### src/rtl/dma_flyby_pkg.sv
package dma_flyby_pkg;
  typedef enum logic [1:0] {
    XM_SINGLE  = 2'd0,
    XM_BLOCK   = 2'd1,
    XM_DEMAND  = 2'd2,
    XM_CASCADE = 2'd3
  } xfer_mode_e;

  typedef enum logic [2:0] {
    SQ_IDLE,
    SQ_HOLD,
    SQ_ADDR,
    SQ_STRB,
    SQ_CASC,
    SQ_ENDS
  } seq_state_e;
endpackage

### src/rtl/dma_chan_regs.sv
module dma_chan_regs
  import dma_flyby_pkg::*;
#(
  parameter int AW = 16,
  parameter int CW = 16
) (
  input  logic          clk,
  input  logic          rst_n,
  input  logic          cfg_wr,
  input  logic [AW-1:0] cfg_addr,
  input  logic [CW-1:0] cfg_cnt,
  input  xfer_mode_e    cfg_mode,
  input  logic          cfg_auto,
  input  logic          cfg_dir,
  input  logic          mask_set,
  input  logic          mask_clr,
  input  logic          step,
  output logic [AW-1:0] cur_addr,
  output xfer_mode_e    mode,
  output logic          dir,
  output logic          masked,
  output logic          at_tc,
  output logic          tc_flag
);
  logic [AW-1:0] base_addr;
  logic [CW-1:0] base_cnt;
  logic [CW-1:0] cur_cnt;
  logic          auto_en;
  logic          finish;

  assign at_tc  = (cur_cnt == '0);
  assign finish = step && at_tc;

  // working copy, base copy and latched status
  always_ff @(posedge clk) begin
    if (!rst_n) begin
      base_addr <= '0;
      base_cnt  <= '0;
      cur_addr  <= '0;
      cur_cnt   <= '0;
      mode      <= XM_SINGLE;
      auto_en   <= 1'b0;
      dir       <= 1'b0;
      tc_flag   <= 1'b0;
    end else if (cfg_wr) begin
      base_addr <= cfg_addr;
      base_cnt  <= cfg_cnt;
      cur_addr  <= cfg_addr;
      cur_cnt   <= cfg_cnt;
      mode      <= cfg_mode;
      auto_en   <= cfg_auto;
      dir       <= cfg_dir;
      tc_flag   <= 1'b0;
    end else if (step) begin
      if (finish && auto_en) begin
        cur_addr <= base_addr;
        cur_cnt  <= base_cnt;
      end else begin
        cur_addr <= cur_addr + AW'(1);
        cur_cnt  <= cur_cnt - CW'(1);
        if (finish) tc_flag <= 1'b1;
      end
    end
  end

  // mask: clear, then explicit set, then automatic set at terminal count
  always_ff @(posedge clk) begin
    if (!rst_n) begin
      masked <= 1'b1;
    end else begin
      if (mask_clr) masked <= 1'b0;
      if (mask_set) masked <= 1'b1;
      if (finish && !auto_en) masked <= 1'b1;
    end
  end
endmodule

### src/rtl/dma_prio_arb.sv
module dma_prio_arb #(
  parameter int NCH = 4
) (
  input  logic [NCH-1:0]         req,
  output logic                   any,
  output logic [$clog2(NCH)-1:0] idx
);
  localparam int IW = $clog2(NCH);

  always_comb begin
    any = 1'b0;
    idx = '0;
    for (int i = NCH - 1; i >= 0; i--) begin
      if (req[i]) begin
        any = 1'b1;
        idx = IW'(i);
      end
    end
  end
endmodule

### src/rtl/dma_seq.sv
module dma_seq
  import dma_flyby_pkg::*;
#(
  parameter int NCH = 4
) (
  input  logic                   clk,
  input  logic                   rst_n,
  input  logic                   any_req,
  input  logic [$clog2(NCH)-1:0] req_idx,
  input  xfer_mode_e             act_mode,
  input  logic                   act_tc,
  input  logic                   act_drq,
  input  logic                   hlda,
  input  logic                   ready,
  output logic [$clog2(NCH)-1:0] act_idx,
  output logic                   hrq,
  output logic                   bus_oe,
  output logic                   dack_on,
  output logic                   strobe,
  output logic                   eop,
  output logic                   step
);
  seq_state_e state, nxt;

  always_comb begin
    nxt  = state;
    step = 1'b0;
    case (state)
      SQ_IDLE: if (any_req) nxt = SQ_HOLD;
      SQ_HOLD: if (hlda) nxt = (act_mode == XM_CASCADE) ? SQ_CASC : SQ_ADDR;
      SQ_ADDR: nxt = SQ_STRB;
      SQ_STRB: begin
        if (ready) begin
          step = 1'b1;
          if (act_tc || act_mode == XM_SINGLE ||
              (act_mode == XM_DEMAND && !act_drq))
            nxt = SQ_ENDS;
          else
            nxt = SQ_ADDR;
        end
      end
      SQ_CASC: if (!act_drq) nxt = SQ_ENDS;
      SQ_ENDS: nxt = SQ_IDLE;
      default: nxt = SQ_IDLE;
    endcase
  end

  always_ff @(posedge clk) begin
    if (!rst_n) begin
      state   <= SQ_IDLE;
      act_idx <= '0;
    end else begin
      state <= nxt;
      if (state == SQ_IDLE && any_req) act_idx <= req_idx;
    end
  end

  assign hrq     = (state != SQ_IDLE);
  assign bus_oe  = (state == SQ_ADDR) || (state == SQ_STRB);
  assign dack_on = bus_oe || (state == SQ_CASC);
  assign strobe  = (state == SQ_STRB);
  assign eop     = strobe && act_tc;
endmodule

### src/rtl/dma_flyby.sv
module dma_flyby
  import dma_flyby_pkg::*;
#(
  parameter int NCH = 4,
  parameter int AW  = 16,
  parameter int CW  = 16
) (
  input  logic           clk,
  input  logic           rst_n,
  input  logic [NCH-1:0] drq,
  output logic [NCH-1:0] dack,
  output logic           hrq,
  input  logic           hlda,
  input  logic           ready,
  output logic           bus_oe,
  output logic [AW-1:0]  addr,
  output logic           mem_rd,
  output logic           mem_wr,
  output logic           io_rd,
  output logic           io_wr,
  output logic           eop,
  input  logic [NCH-1:0] cfg_wr,
  input  logic [AW-1:0]  cfg_addr,
  input  logic [CW-1:0]  cfg_cnt,
  input  logic [1:0]     cfg_mode,
  input  logic           cfg_auto,
  input  logic           cfg_dir,
  input  logic [NCH-1:0] mask_set,
  input  logic [NCH-1:0] mask_clr,
  output logic [NCH-1:0] tc_flag
);
  localparam int IW = $clog2(NCH);

  logic [AW-1:0]  ch_addr [NCH];
  xfer_mode_e     ch_mode [NCH];
  logic [NCH-1:0] ch_dir;
  logic [NCH-1:0] ch_masked;
  logic [NCH-1:0] ch_tc;
  logic [NCH-1:0] eligible;

  logic          any_req;
  logic [IW-1:0] req_idx;
  logic [IW-1:0] act_idx;
  logic          dack_on;
  logic          strobe;
  logic          step;
  logic          act_dir;

  genvar g;
  generate
    for (g = 0; g < NCH; g++) begin : g_ch
      dma_chan_regs #(.AW(AW), .CW(CW)) u_regs (
        .clk      (clk),
        .rst_n    (rst_n),
        .cfg_wr   (cfg_wr[g]),
        .cfg_addr (cfg_addr),
        .cfg_cnt  (cfg_cnt),
        .cfg_mode (xfer_mode_e'(cfg_mode)),
        .cfg_auto (cfg_auto),
        .cfg_dir  (cfg_dir),
        .mask_set (mask_set[g]),
        .mask_clr (mask_clr[g]),
        .step     (step && (act_idx == IW'(g))),
        .cur_addr (ch_addr[g]),
        .mode     (ch_mode[g]),
        .dir      (ch_dir[g]),
        .masked   (ch_masked[g]),
        .at_tc    (ch_tc[g]),
        .tc_flag  (tc_flag[g])
      );
      assign eligible[g] = drq[g] && !ch_masked[g];
    end
  endgenerate

  dma_prio_arb #(.NCH(NCH)) u_arb (
    .req (eligible),
    .any (any_req),
    .idx (req_idx)
  );

  dma_seq #(.NCH(NCH)) u_seq (
    .clk      (clk),
    .rst_n    (rst_n),
    .any_req  (any_req),
    .req_idx  (req_idx),
    .act_mode (ch_mode[act_idx]),
    .act_tc   (ch_tc[act_idx]),
    .act_drq  (drq[act_idx]),
    .hlda     (hlda),
    .ready    (ready),
    .act_idx  (act_idx),
    .hrq      (hrq),
    .bus_oe   (bus_oe),
    .dack_on  (dack_on),
    .strobe   (strobe),
    .eop      (eop),
    .step     (step)
  );

  assign act_dir = ch_dir[act_idx];
  assign addr    = bus_oe ? ch_addr[act_idx] : '0;
  assign mem_wr  = strobe && !act_dir;
  assign io_rd   = strobe && !act_dir;
  assign mem_rd  = strobe && act_dir;
  assign io_wr   = strobe && act_dir;
  assign dack    = dack_on ? (NCH'(1) << act_idx) : '0;
endmodule

### config.mk
export PLATFORM = sky130hd
export DESIGN_NAME = dma_flyby
export DESIGN_NICKNAME = d
export VERILOG_FILES = /design/src/rtl/dma_flyby_pkg.sv /design/src/rtl/dma_chan_regs.sv /design/src/rtl/dma_prio_arb.sv /design/src/rtl/dma_seq.sv /design/src/rtl/dma_flyby.sv
export SDC_FILE = /design/constraint.sdc
export NUM_CORES = 1
export LEC_CHECK = 0
export ABC_AREA = 1
export CORE_ASPECT_RATIO = 1.75
export CORE_UTILIZATION = 45
export CTS_BUF_LIST = sky130_fd_sc_hd__clkbuf_4 sky130_fd_sc_hd__clkbuf_8
export DETAILED_ROUTE_END_ITERATION = 16
export DONT_BUFFER_PORTS = 1
export GPL_ROUTABILITY_DRIVEN = 0
export PLACE_DENSITY = 0.62
export SKIP_LAST_GASP = 1
export SYNTH_ARGS = -nofsm -noshare
export SYNTH_HDL_FRONTEND = slang
export SYNTH_HIERARCHICAL = 1
export SYNTH_SLANG_ARGS = --single-unit
### constraint.sdc
create_clock -name clk -period 5.85 [get_ports clk]
set_clock_uncertainty 0.1 [all_clocks]
set_input_delay 1.17 -clock clk [delete_from_list [all_inputs] [get_ports clk]]
set_output_delay 1.17 -clock clk [all_outputs]
set_load 0.02 [all_outputs]
=== Yosys cells after proc, flatten, opt, wreduce, memory -nomap -nowiden ===
Index checks and enable logic that the tools add are counted.

* Eq/ne operators: 13
* Add/subtract/negate cells: 8
* Order comparisons: 2
* Muxes and demuxes: 55
* Reductions and logical operators: 64
* Bitwise gates (word level): 6
* Shift-type cells: 1

{| class="wikitable"
|+ Operators by type and width
! kind !! number
|-
| 16-bit 2-to-1 mux || 27
|-
| 16-bit by 1-bit adder with 16-bit output (second input constant) || 4
|-
| 16-bit zero test || 4
|-
| 16-bit by 1-bit subtractor with 16-bit output (second input constant) || 4
|-
| 16-bit binary-select mux with 2-bit select || 1
|-
| 1-bit logical AND || 25
|-
| 3-bit 2-to-1 mux || 6
|-
| 3-bit case mux with 5 select lines || 1
|-
| 2-bit 2-to-1 mux || 6
|-
| 3-bit AND reduction || 4
|-
| 3-bit OR reduction || 4
|-
| 1-bit zero test || 10
|-
| 1-bit 2-to-1 mux || 9
|-
| 2-bit == test (second input constant) || 4
|-
| 2-bit nonzero test || 4
|-
| 2-bit OR reduction || 4
|-
| 1-bit binary-select mux with 2-bit select || 3
|-
| 3-bit by 2-bit == test with 1-bit output (second input constant) || 2
|-
| 2-bit inequality test (second input constant) || 3
|-
| 1-bit inverter || 5
|-
| 2-bit binary-select mux with 2-bit select || 1
|-
| 2-bit zero test || 2
|-
| 1-bit logical OR || 4
|-
| 4-bit 2-to-1 mux || 1
|-
| 11 further kinds || 11
|}

* Output and inout bits: 31
* Word-level logic and storage cells: 187
* Register bits: 285
* Bits of input ports: 56

=== Logic depth before layout (Yosys ltp) ===
* Depth in word-level cells: 10
* Mapped depth: 15
* Gate-level depth less buffers: 15

=== By module ===
Netlist, hierarchy kept.

{| class="wikitable"
|+ By module, submodules not included
! module !! instances !! area each (um^2) !! cells an instance !! sequential area each (um^2)
|-
| dma_chan_regs at g_ch[0].u_regs ... || 3 || 3875.0 || 603 || 1401.3
|-
| dma_chan_regs at g_ch[3].u_regs || 1 || 3890.0 || 604 || 1401.3
|-
| dma_flyby || 1 || 918.4 || 211 || 0.0
|-
| dma_seq || 1 || 364.1 || 61 || 100.1
|-
| dma_prio_arb || 1 || 36.3 || 8 || 0.0
|}

=== Worst setup path before layout ===
No wires, ideal clock.

* Path kind: reg2out
* Start point: register g_ch[1].u_regs.cur_cnt[0]
* End point: output eop
* Path slack: 2.949 ns
* Data arrival time: 1.631 ns
* Data required time: 4.580 ns
* Buffers on the path: 0
* Stages on the path, launching flop included: 11
* Path through: dfxtp_1 > inv_1 > ha_1 > nand2_2 > nor2_1 > nand3b_1 > nor2_2 > nand3_1 > nand4_1 > inv_1 > nor2_1

* Longest elaborated chain between the ends: 4

{| class="wikitable"
|+ Ends and longest elaborated chain
! what !! RTL line !! source
|-
| from (decl) || dma_chan_regs.sv:27 || <nowiki>logic [CW-1:0] cur_cnt;</nowiki>
|-
| from (signal assigned) || dma_chan_regs.sv:49 || <nowiki>cur_cnt <= cfg_cnt;</nowiki>
|-
| from (signal assigned) || dma_chan_regs.sv:57 || <nowiki>cur_cnt <= base_cnt;</nowiki>
|-
| from (signal assigned) || dma_chan_regs.sv:60 || <nowiki>cur_cnt <= cur_cnt - CW'(1);</nowiki>
|-
| 16-bit zero test || dma_chan_regs.sv:31 || <nowiki>assign at_tc = (cur_cnt == '0);</nowiki>
|-
| net ch_tc[1] || dma_flyby.sv:38 || <nowiki>logic [NCH-1:0] ch_tc;</nowiki>
|-
| 1-bit binary-select mux with 2-bit select || dma_flyby.sv:87 || <nowiki>.act_tc (ch_tc[act_idx]),</nowiki>
|-
| 1-bit 2-to-1 mux (implied by the code) || dma_flyby.sv:87 ||
|-
| 1-bit logical AND || dma_seq.sv:62 || <nowiki>assign eop = strobe && act_tc;</nowiki>
|-
| to (decl) || dma_flyby.sv:21 || <nowiki>output logic eop,</nowiki>
|}

The timed path passes the listed nets, and every way through them passes these cells. The select of a mux whose other input is x is not followed.

=== Final worst setup path ===
* Start point: register u_seq.act_idx[0]
* End point: output io_rd

* Longest elaborated chain between the ends: 4

{| class="wikitable"
|+ Ends and longest elaborated chain
! what !! RTL line !! source
|-
| from (decl) || dma_seq.sv:15 || <nowiki>output logic [$clog2(NCH)-1:0] act_idx,</nowiki>
|-
| from (signal assigned) || dma_seq.sv:54 || <nowiki>if (state == SQ_IDLE && any_req) act_idx <= req_idx;</nowiki>
|-
| 1-bit binary-select mux with 2-bit select || dma_flyby.sv:100 || <nowiki>assign act_dir = ch_dir[act_idx];</nowiki>
|-
| 1-bit 2-to-1 mux (implied by the code) || dma_flyby.sv:100 ||
|-
| 1-bit zero test || dma_flyby.sv:103 || <nowiki>assign io_rd = strobe && !act_dir;</nowiki>
|-
| 1-bit logical AND || dma_flyby.sv:103 ||
|-
| to (decl) || dma_flyby.sv:19 || <nowiki>output logic io_rd,</nowiki>
|}

Every way passes these cells. The select of a mux whose other input is x is not followed.

==> reports/metrics.csv <==
metric;value;unit
crit_fanout;42;
hold_viol;0;
ioPinCount;87;
arrival;2940;ps
cts-root-buf;clkbuf_8;
p_per_area;277;nW/um^2
dp_slack;1690;ps
crit_type;reg2out;
num_rows;93;
wl;61600;um
htreeDepth;2;
cp_num_buf_inv;2;
synth_edf_count;0;
hp-class;reg2reg;
vias;17700;
tightestPinTransition;1190;ps
syn-num-nets;2757;
fin_nets;2682;
yosys_warnings;6;
grt_pass1_wl;93500;um
critPathRequiredTime;4580;ps
cts_resized;0;
cts_buffers;46;
synth.distinct_cells;34;
slew_viol_final;0;
avgSynthCellArea;6.25;um^2
crit_family;simple AND/OR/NAND/NOR gates;
clock_latency;610;ps
grt_setup_unrepaired;no;
maxCapViolations;0;
ys_async_sr_fraction;0;%
max_slew_margin;20.5;%
synth-seq-cells;285;
route.detailed.drc;0;
via_per_inst;5.65;
ctsLongestPathBuffers;3;
outcome;completed;
drt_iter0_markers;1460;
synth_seq_area_share;33.9;%
fin_crit_sh;71.9;%
cp-end-kind;output port;
final_core_util;48.5;%
grt_max_degree;76;
post_cts_buffers;0;
die_w;148;um
fmax;238;MHz
numClockSinks;285;
dr.pass1.iters;6;
path_clk_slew;70;ps
setup_viol;0;
start_kind;flip-flop;
worstPathCellList;buf_4, clkinv_1, nand2_1, nand2_1, nand2_1, nand2_1, nor2_1;
synthCells;2693;
die_y;258;um
wl_per_cell;19.7;um
initial_core_util;45.6;%
p_leak;7.94;nW
dpl.hpwl;42700;um
grt_util_all_layers;31.9;%
syn2layout_area_growth;6.30;%
slowest_delay;570;ps
dieArea;38200;um^2
fp.coreArea;36900;um^2
antenna_found_initial;1;
syn_area;16800;um^2
numPortBuffers;0;
final.setup.worst_slack;1640;ps
grt_pass1_vias;16500;
min_period;4210;ps
ant_nets;0;
slowest_stage;nor2_1;
hold_buffers;0;
gr-total-overflow;0;
cp_common_cell;nand2_1;
peakVddDrop;216;uV
dominantRegCellSynth;dfxtp_1;
tns;0;ps
drive_gt1_share;6.82;%
cts_tree;built;
-- synth_stat cells, types with 8 or more instances --
cell | instances | area [um^2]
nor2_1 | 253 | 950
nand4_1 | 45 | 282
nor3_1 | 9 | 45.0
o22ai_1 | 36 | 225
xor2_1 | 39 | 342
buf_1 | 25 | 93.8
o21ai_2 | 8 | 70.1
nor2_2 | 36 | 225
o21ai_1 | 24 | 120
o21ai_0 | 117 | 586
nand2_1 | 775 | 2910
a21oi_1 | 262 | 1310
dfxtp_1 | 285 | 5710
xnor2_1 | 8 | 70.1
a21boi_0 | 64 | 480
ha_1 | 8 | 100
nand2_2 | 11 | 68.8
inv_2 | 9 | 33.8
nand3_1 | 242 | 1210
buf_6 | 13 | 146
nand3b_1 | 13 | 97.6
clkbuf_1 | 60 | 225
buf_2 | 28 | 140
inv_1 | 287 | 1080
-- worst min-delay path, delay by kind of cell, from the launching register on --
kind | cells | cell delay, ps
compound gates | 1 | 50
flops | 1 | 310
simple gates | 1 | 60
-- final cells by class --
class | count | area [um^2]
fillers | 3866 | 19000
well taps | 475 | 594
diodes | 1 | 2.50
clock inverters | 11 | 109
inverters | 297 | 1110
clock buffers | 73 | 930
multi-input cells | 1976 | 9350
repair buffers | 12 | 90.1
flip-flops and latches | 285 | 5710
-- placed cells by master (no fill, tap or decap), drive strengths merged --
master | netlist | layout
nand2 | 786 | 786
inv | 296 | 296
nor2 | 296 | 296
dfxtp | 285 | 285
a21oi | 269 | 269
nand3 | 242 | 242
o21ai | 149 | 149
clkbuf | 65 | 73
a21boi | 64 | 64
nand4 | 49 | 49
xor2 | 39 | 39
o22ai | 36 | 36
nand3b | 13 | 13
buf | 70 | 12
nor3 | 10 | 10
clkinv | 1 | 10
xnor2 | 8 | 8
ha | 8 | 8
o211ai | 4 | 4
o21bai | 3 | 3
bufinv | 0 | 2
diode | 0 | 1
-- worst paths after layout --
kind         cells after the start                    endpoint                        from  slack, ps
max                              7                       io_rd            u_seq/act_idx[0]       1640
min                              2  g_ch[3].u_regs/base_cnt[7]  g_ch[3].u_regs/base_cnt[7]        360
max reg2reg                     10  g_ch[2].u_regs/cur_cnt[15]              u_seq/state[0]       2070
min reg2reg                      2  g_ch[3].u_regs/base_cnt[7]  g_ch[3].u_regs/base_cnt[7]        360
-- cell families after synthesis --
| group | Yosys count | synth area share, % |
|---|---|---|
| AND/OR/NAND/NOR | 1396 | 35.2 |
| AO/OA/AOI/OAI | 525 | 17.3 |
| buffers and inverters | 432 | 10.6 |
| adder cells (fa/ha/maj) | 8 | 0.595 |
| flip-flops | 285 | 33.9 |
| XOR/XNOR | 47 | 2.45 |
-- flip-flops by register name (all words and copies together) (netlist names) --
name and count:
g_ch.u_regs/auto_en 4, g_ch.u_regs/base_addr 64, g_ch.u_regs/base_cnt 64, g_ch.u_regs/cur_addr 64
g_ch.u_regs/cur_cnt 64, g_ch.u_regs/dir 4, g_ch.u_regs/masked 4, g_ch.u_regs/mode 8
g_ch.u_regs/tc_flag 4, u_seq/act_idx 2, u_seq/state 3
-- metrics by stage --
step           instance area (um^2)  cells  hold WS (ps)  power, W
3_5_place_dp                  16900   3045           354   0.00302
2_1_floorplan                 16800   2693           337   0.00284
5_1_grt                       17900   3130           381   0.00518
6_report                      17900   3130           363   0.00495
4_1_cts                       17900   3129           363   0.00496
3_3_place_gp                  16900   3045           348   0.00300
-- layer usage --
layer | routed length [um] | global-route usage (%)
met1 | 22300 | 34.0
met4 | 4370 | 21.8
met5 | 0 | 0
met2 | 30600 | 56.5
met3 | 4260 | 5.94
-- power by group --
group | internal (W) | switching [W] | total (W)
clock | 0.00110 | 0.000859 | 0.00196
sequential | 0.00206 | 0.000128 | 0.00219
combinational | 0.000265 | 0.000542 | 0.000807
total | 0.00343 | 0.00153 | 0.00495
Power figures use the tool's default switching activity.
